`config.mk`:
```
export PLATFORM = sky130hd
export DESIGN_NAME = psat_addsub
export DESIGN_NICKNAME = d
export VERILOG_FILES = /design/src/rtl/psat_pkg.sv /design/src/rtl/psat_lane.sv /design/src/rtl/psat_slice.sv /design/src/rtl/psat_addsub.sv
export SDC_FILE = /design/constraint.sdc
export NUM_CORES = 1
export LEC_CHECK = 0
export BUFFER_PORTS_ARGS = -buffer_cell sky130_fd_sc_hd__buf_2
export CAP_MARGIN = 20
export CORE_MARGIN = 3
export CORE_UTILIZATION = 35
export DETAILED_ROUTE_END_ITERATION = 8
export PLACE_DENSITY = 0.55
export SETUP_SLACK_MARGIN = 0.02
export SLEW_MARGIN = 20
export SYNTH_ARGS = -nofsm -noshare
export SYNTH_HDL_FRONTEND = slang
export SYNTH_SLANG_ARGS = --single-unit
export TNS_END_PERCENT = 50
```
`constraint.sdc`:
```
create_clock -name clk_i -period 0.8 [get_ports clk_i]
set_input_delay 0.04 -clock clk_i [delete_from_list [all_inputs] [get_ports clk_i]]
set_output_delay 0.04 -clock clk_i [all_outputs]
set_load 0.05 [all_outputs]
```
`src/rtl/psat_pkg.sv`:
```
package psat_pkg;
  localparam int unsigned DATA_W = 64;

  typedef enum logic [1:0] {
    SZ_BYTE  = 2'd0,
    SZ_WORD  = 2'd1,
    SZ_DWORD = 2'd2,
    SZ_RSVD  = 2'd3
  } psat_size_e;

  typedef enum logic [1:0] {
    MD_WRAP = 2'd0,
    MD_SSAT = 2'd1,
    MD_USAT = 2'd2,
    MD_RSVD = 2'd3
  } psat_mode_e;

  localparam int unsigned NUM_SIZES = 3;
endpackage

```
`src/rtl/psat_lane.sv`:
```
module psat_lane #(
  parameter int unsigned W = 8
) (
  input  logic                  [W-1:0] a_i,
  input  logic                  [W-1:0] b_i,
  input  logic                          sub_i,
  input  psat_pkg::psat_mode_e          mode_i,
  output logic                  [W-1:0] y_o
);
  import psat_pkg::*;

  logic [W:0]   ext;
  logic [W-1:0] raw;
  logic         ucarry;
  logic         sovf;
  logic [W-1:0] smax, smin;

  assign smax = {1'b0, {(W-1){1'b1}}};
  assign smin = {1'b1, {(W-1){1'b0}}};

  always_comb begin
    ext    = sub_i ? ({1'b0, a_i} - {1'b0, b_i}) : ({1'b0, a_i} + {1'b0, b_i});
    raw    = ext[W-1:0];
    ucarry = ext[W];
    // signed overflow: operand signs allow it and result sign left a's sign
    sovf   = ((a_i[W-1] ^ b_i[W-1]) == sub_i) && (raw[W-1] != a_i[W-1]);
    unique case (mode_i)
      MD_SSAT: y_o = sovf ? (a_i[W-1] ? smin : smax) : raw;
      MD_USAT: y_o = ucarry ? (sub_i ? '0 : '1) : raw;
      default: y_o = raw;
    endcase
  end
endmodule

```
`src/rtl/psat_slice.sv`:
```
module psat_slice #(
  parameter int unsigned DATA_W = 64,
  parameter int unsigned LANE_W = 8
) (
  input  logic                  [DATA_W-1:0] a_i,
  input  logic                  [DATA_W-1:0] b_i,
  input  logic                               sub_i,
  input  psat_pkg::psat_mode_e               mode_i,
  output logic                  [DATA_W-1:0] y_o
);
  localparam int unsigned NLANE = DATA_W / LANE_W;

  for (genvar k = 0; k < NLANE; k++) begin : g_lane
    psat_lane #(.W(LANE_W)) u_lane (
      .a_i   (a_i[k*LANE_W +: LANE_W]),
      .b_i   (b_i[k*LANE_W +: LANE_W]),
      .sub_i (sub_i),
      .mode_i(mode_i),
      .y_o   (y_o[k*LANE_W +: LANE_W])
    );
  end
endmodule

```
`src/rtl/psat_addsub.sv`:
```
module psat_addsub #(
  parameter int unsigned DATA_W = psat_pkg::DATA_W
) (
  input  logic              clk_i,
  input  logic              rst_ni,
  input  logic [DATA_W-1:0] dst_i,
  input  logic [DATA_W-1:0] src_i,
  input  logic              op_i,
  input  logic [1:0]        size_i,
  input  logic [1:0]        mode_i,
  output logic [DATA_W-1:0] result_o,
  output logic              illegal_o
);
  import psat_pkg::*;

  psat_size_e  size;
  psat_mode_e  mode;
  logic [DATA_W-1:0] slice_y [NUM_SIZES];
  logic [DATA_W-1:0] sel_y;
  logic              bad;

  assign size = psat_size_e'(size_i);
  assign mode = psat_mode_e'(mode_i);

  for (genvar g = 0; g < NUM_SIZES; g++) begin : g_size
    psat_slice #(.DATA_W(DATA_W), .LANE_W(8 << g)) u_slice (
      .a_i   (dst_i),
      .b_i   (src_i),
      .sub_i (op_i),
      .mode_i(mode),
      .y_o   (slice_y[g])
    );
  end

  always_comb begin
    bad = (size == SZ_RSVD) || (mode == MD_RSVD) ||
          ((size == SZ_DWORD) && (mode != MD_WRAP));
    unique case (size)
      SZ_BYTE:  sel_y = slice_y[0];
      SZ_WORD:  sel_y = slice_y[1];
      SZ_DWORD: sel_y = slice_y[2];
      default:  sel_y = '0;
    endcase
  end

  always_ff @(posedge clk_i or negedge rst_ni) begin
    if (!rst_ni) begin
      result_o  <= '0;
      illegal_o <= 1'b0;
    end else begin
      result_o  <= bad ? '0 : sel_y;
      illegal_o <= bad;
    end
  end
endmodule

```
==> flow_metrics.tcl <==
set metrics [dict create \
    fin_crit_ns 3.89 \
    seq_area_um2 1630 \
    die_w_um 219 \
    drt_iter0_drc 1821 \
    area_growth_pct 73.4 \
    ys_seq_area_share_pct 10.3 \
    die_area_um2 47900 \
    grt_usage_pct 31.4 \
    dr.pass1.iters 6 \
    min_path_type "in2async" \
    crit_fanout 6 \
    drv_cap 0 \
    drive_above_1_share_pct 46.2 \
    clock-sinks 65 \
    synth_area_leader_cell "ha_1" \
    vias 22000 \
    grt_pass1_vias 21600 \
    dpl.hpwl_um 63100 \
    endpoint_kind "flop" \
    post_drt_wl_per_cell_um 20.0 \
    p_per_area_nw_per_um2 1500 \
    grt_max_degree 56 \
    critical_path_class "in2reg" \
    critPathSlowestCell "or3_4" \
    portBuffers 199 \
    synth-seq-cells 65 \
    grt_antenna_before_repair 0 \
    synth-edff-count 0 \
    grt_pass1_wl_um 119000 \
    synth.top_cell.area_share_pct 11.0 \
    ys_async_sr_fraction_pct 100 \
    yosys-top-cells-area "ha_1, dfrtp_1, xnor2_1" \
    peakVddDrop_mv 1.12 \
    clkTransAtPathRegs_ns 0.08 \
    status "finished, violations left" \
    tightest_slew_ns 0.816 \
    cts_buffers 9 \
    cts_buffer_depth 2 \
    pre_cts_ws_ns -3.72 \
    fill_cells 4040 \
    period_share_pct 487 \
    num_rows 77 \
    synth.net_count 2537 \
    instances_no_fill 3932 \
    start_util_pct 35.6 \
    synth_warnings 0 \
    synth_cell_type_count 104 \
    cpPeakStageDelay_ns 0.42 \
    violations "negative setup slack" \
    drcViolationCount 0 \
    critPathRequiredTime_ns 1.08 \
    clockRootBuffer "clkbuf_16" \
    antenna_cells 0 \
    relSlewSlack_pct 45.6 \
    avgSynthCellArea_um2 7.04 \
    placed_cells 3829 \
    leakagePower_uw 0.0127 \
    multi_input_area_um2 15300 \
    startpoint_type "primary input" \
    core_area_um2 44500 \
    netlist_instances 2254 \
    final_hold_viol_count 0 \
    grt-ovfl-total 0 \
    setup_violations 130 \
    drv_slew 0 \
    fin_ws_ns -3.09 \
    fp.dieH_um 219 \
    syn-cell-area_um2 15900 \
    cp_cell_sequence "buf_6, or3_4, or3_4, buf_6, nor3_4, a21oi_2, xnor2_1, ha_1, nand4_1, or3_1, or3_4, o211ai_4, buf_6, mux2_4, a21oi_4, a21oi_4, a31oi_1" \
    htree_levels 3 \
    max_freq_ghz 0.257 \
    ys.flop_type "dfrtp_1" \
    pin_count 200 \
    cts_tree "yes" \
    rsz0062_at_grt "yes" \
    final_antenna_net_count 0 \
    finalNetCount 3618 \
    cp_data_arrival_time_ns 4.18 \
    vias_per_cell 5.60 \
    place_congestion 0.977 \
    wirelength_um 78500 \
]
==> layer usage <==
metal,part of all wire [%],vias up,global-route usage (%)
li1,-,10400,-
met1,44,10500,43.0
met2,46,859,52.4
met3,6.3,151,3.71
met4,2.7,0,7.89
met5,0,-,0
==> cell families (layout without fill, tap and decap cells) <==
family | after synthesis | after routing | share of synthesized area, %
XOR/XNOR | 249 | 249 | 13.8
multiplexers | 20 | 20 | 1.51
adder cells (fa/ha/maj) | 156 | 156 | 12.6
buffers and inverters | 185 | 1270 | 4.60
AO/OA/AOI/OAI | 836 | 837 | 35.0
flip-flops | 65 | 65 | 10.3
AND/OR/NAND/NOR | 743 | 743 | 22.4
==> power breakdown <==
group          internal [µW]  switching [µW]
Sequential              3730             397
Combinational          15400           16800
Clock                   2800            1950
==> cell type report <==
type / instances / share of cell area [%]
Clock buffer: 9 / 0.819
Clock inverter: 7 / 0.396
Inverter: 74 / 1.03
Multi-Input combinational cell: 2005 / 55.5
Sequential cell: 65 / 5.92
Tap cell: 592 / 2.69
Timing Repair Buffer: 1180 / 33.7
==> flip-flops by register name, summed over array words and instances, names as in the netlist <==
register,flops
result_o,64
illegal_o,1
==> what timing repair did <==
action                                  4_1_cts  5_1_grt
gates cloned                                  2        0
endpoints found under the setup margin      130      130
resized for setup                           376      144
hold buffers                                  1        0
endpoints found under the hold margin        65        0
setup buffers                                60       29
pin swaps                                   136       96
==> cell usage after synthesis (15+ instances only) <==
library cell and number:
nor3_1 49, nand2_1 188, dfrtp_1 65, a31oi_1 51, clkbuf_1 82, o22ai_1 24
o21ai_0 162, a221oi_1 15, nand2b_1 37, o31ai_1 17, a21o_1 47, or3_1 17
inv_1 72, o211ai_1 25, nor4_1 16, and2_1 25, and3_1 18, nor2_1 258
o21a_1 38, xnor2_1 176, xor2_1 73, ha_1 140, nand3_1 47, a21oi_1 259
a211oi_1 37, nor2b_1 23
==> critical path: cells and delay by family <==
| family | cells | cell delay (ns) |
|---|---|---|
| buffers and inverters | 3 | 0.40 |
| AO/OA/AOI/OAI | 5 | 0.91 |
| adder cells (fa/ha/maj) | 1 | 0.36 |
| multiplexers | 1 | 0.33 |
| XOR/XNOR | 1 | 0.14 |
| AND/OR/NAND/NOR | 6 | 1.99 |
==> worst paths after layout <==
kind	cells after the start	slack, ns	from	endpoint
worst max-delay path	17	-3.09	src_i[18]	result_o[26]$_DFF_PN0_
worst min-delay path	2	0.09	rst_ni	result_o[34]$_DFF_PN0_
max in group asynchronous	3	0.22	rst_ni	result_o[49]$_DFF_PN0_
min in group clk_i	4	0.20	dst_i[0]	result_o[0]$_DFF_PN0_
==> layout by cell type (no fill, tap or decap), types with 38 or more instances in the layout <==
| cell type | netlist | final |
|---|---|---|
| buf_4 | 0 | 913 |
| nor2_1 | 258 | 235 |
| a21oi_1 | 259 | 210 |
| nand2_1 | 188 | 173 |
| xnor2_1 | 176 | 166 |
| o21ai_0 | 162 | 127 |
| ha_1 | 140 | 126 |
| buf_6 | 2 | 124 |
| buf_2 | 13 | 123 |
| xor2_1 | 73 | 69 |
| inv_1 | 72 | 64 |
| dfrtp_1 | 65 | 63 |
| a21oi_2 | 6 | 48 |
| a21o_1 | 47 | 47 |
| a31oi_1 | 51 | 40 |
| o21a_1 | 38 | 38 |
==> metrics by stage <==
step                util (%)  hold WS (ns)  total power [µW]  setup TNS (ns)  instance area, µm²
finish                  61.8        0.0899             41100         -196.56               27500
global placement        54.6       -0.0887             31900         -219.60               24300
floorplan                  -        -0.256             19000         -183.60               16200
CTS                     59.9        0.0707             39600         -192.33               26600
global route            61.8         0.102             43500         -203.73               27500
detailed placement      54.6       -0.0840             32200         -222.81               24300
Note: power is estimated with default switching activity, not from simulation.
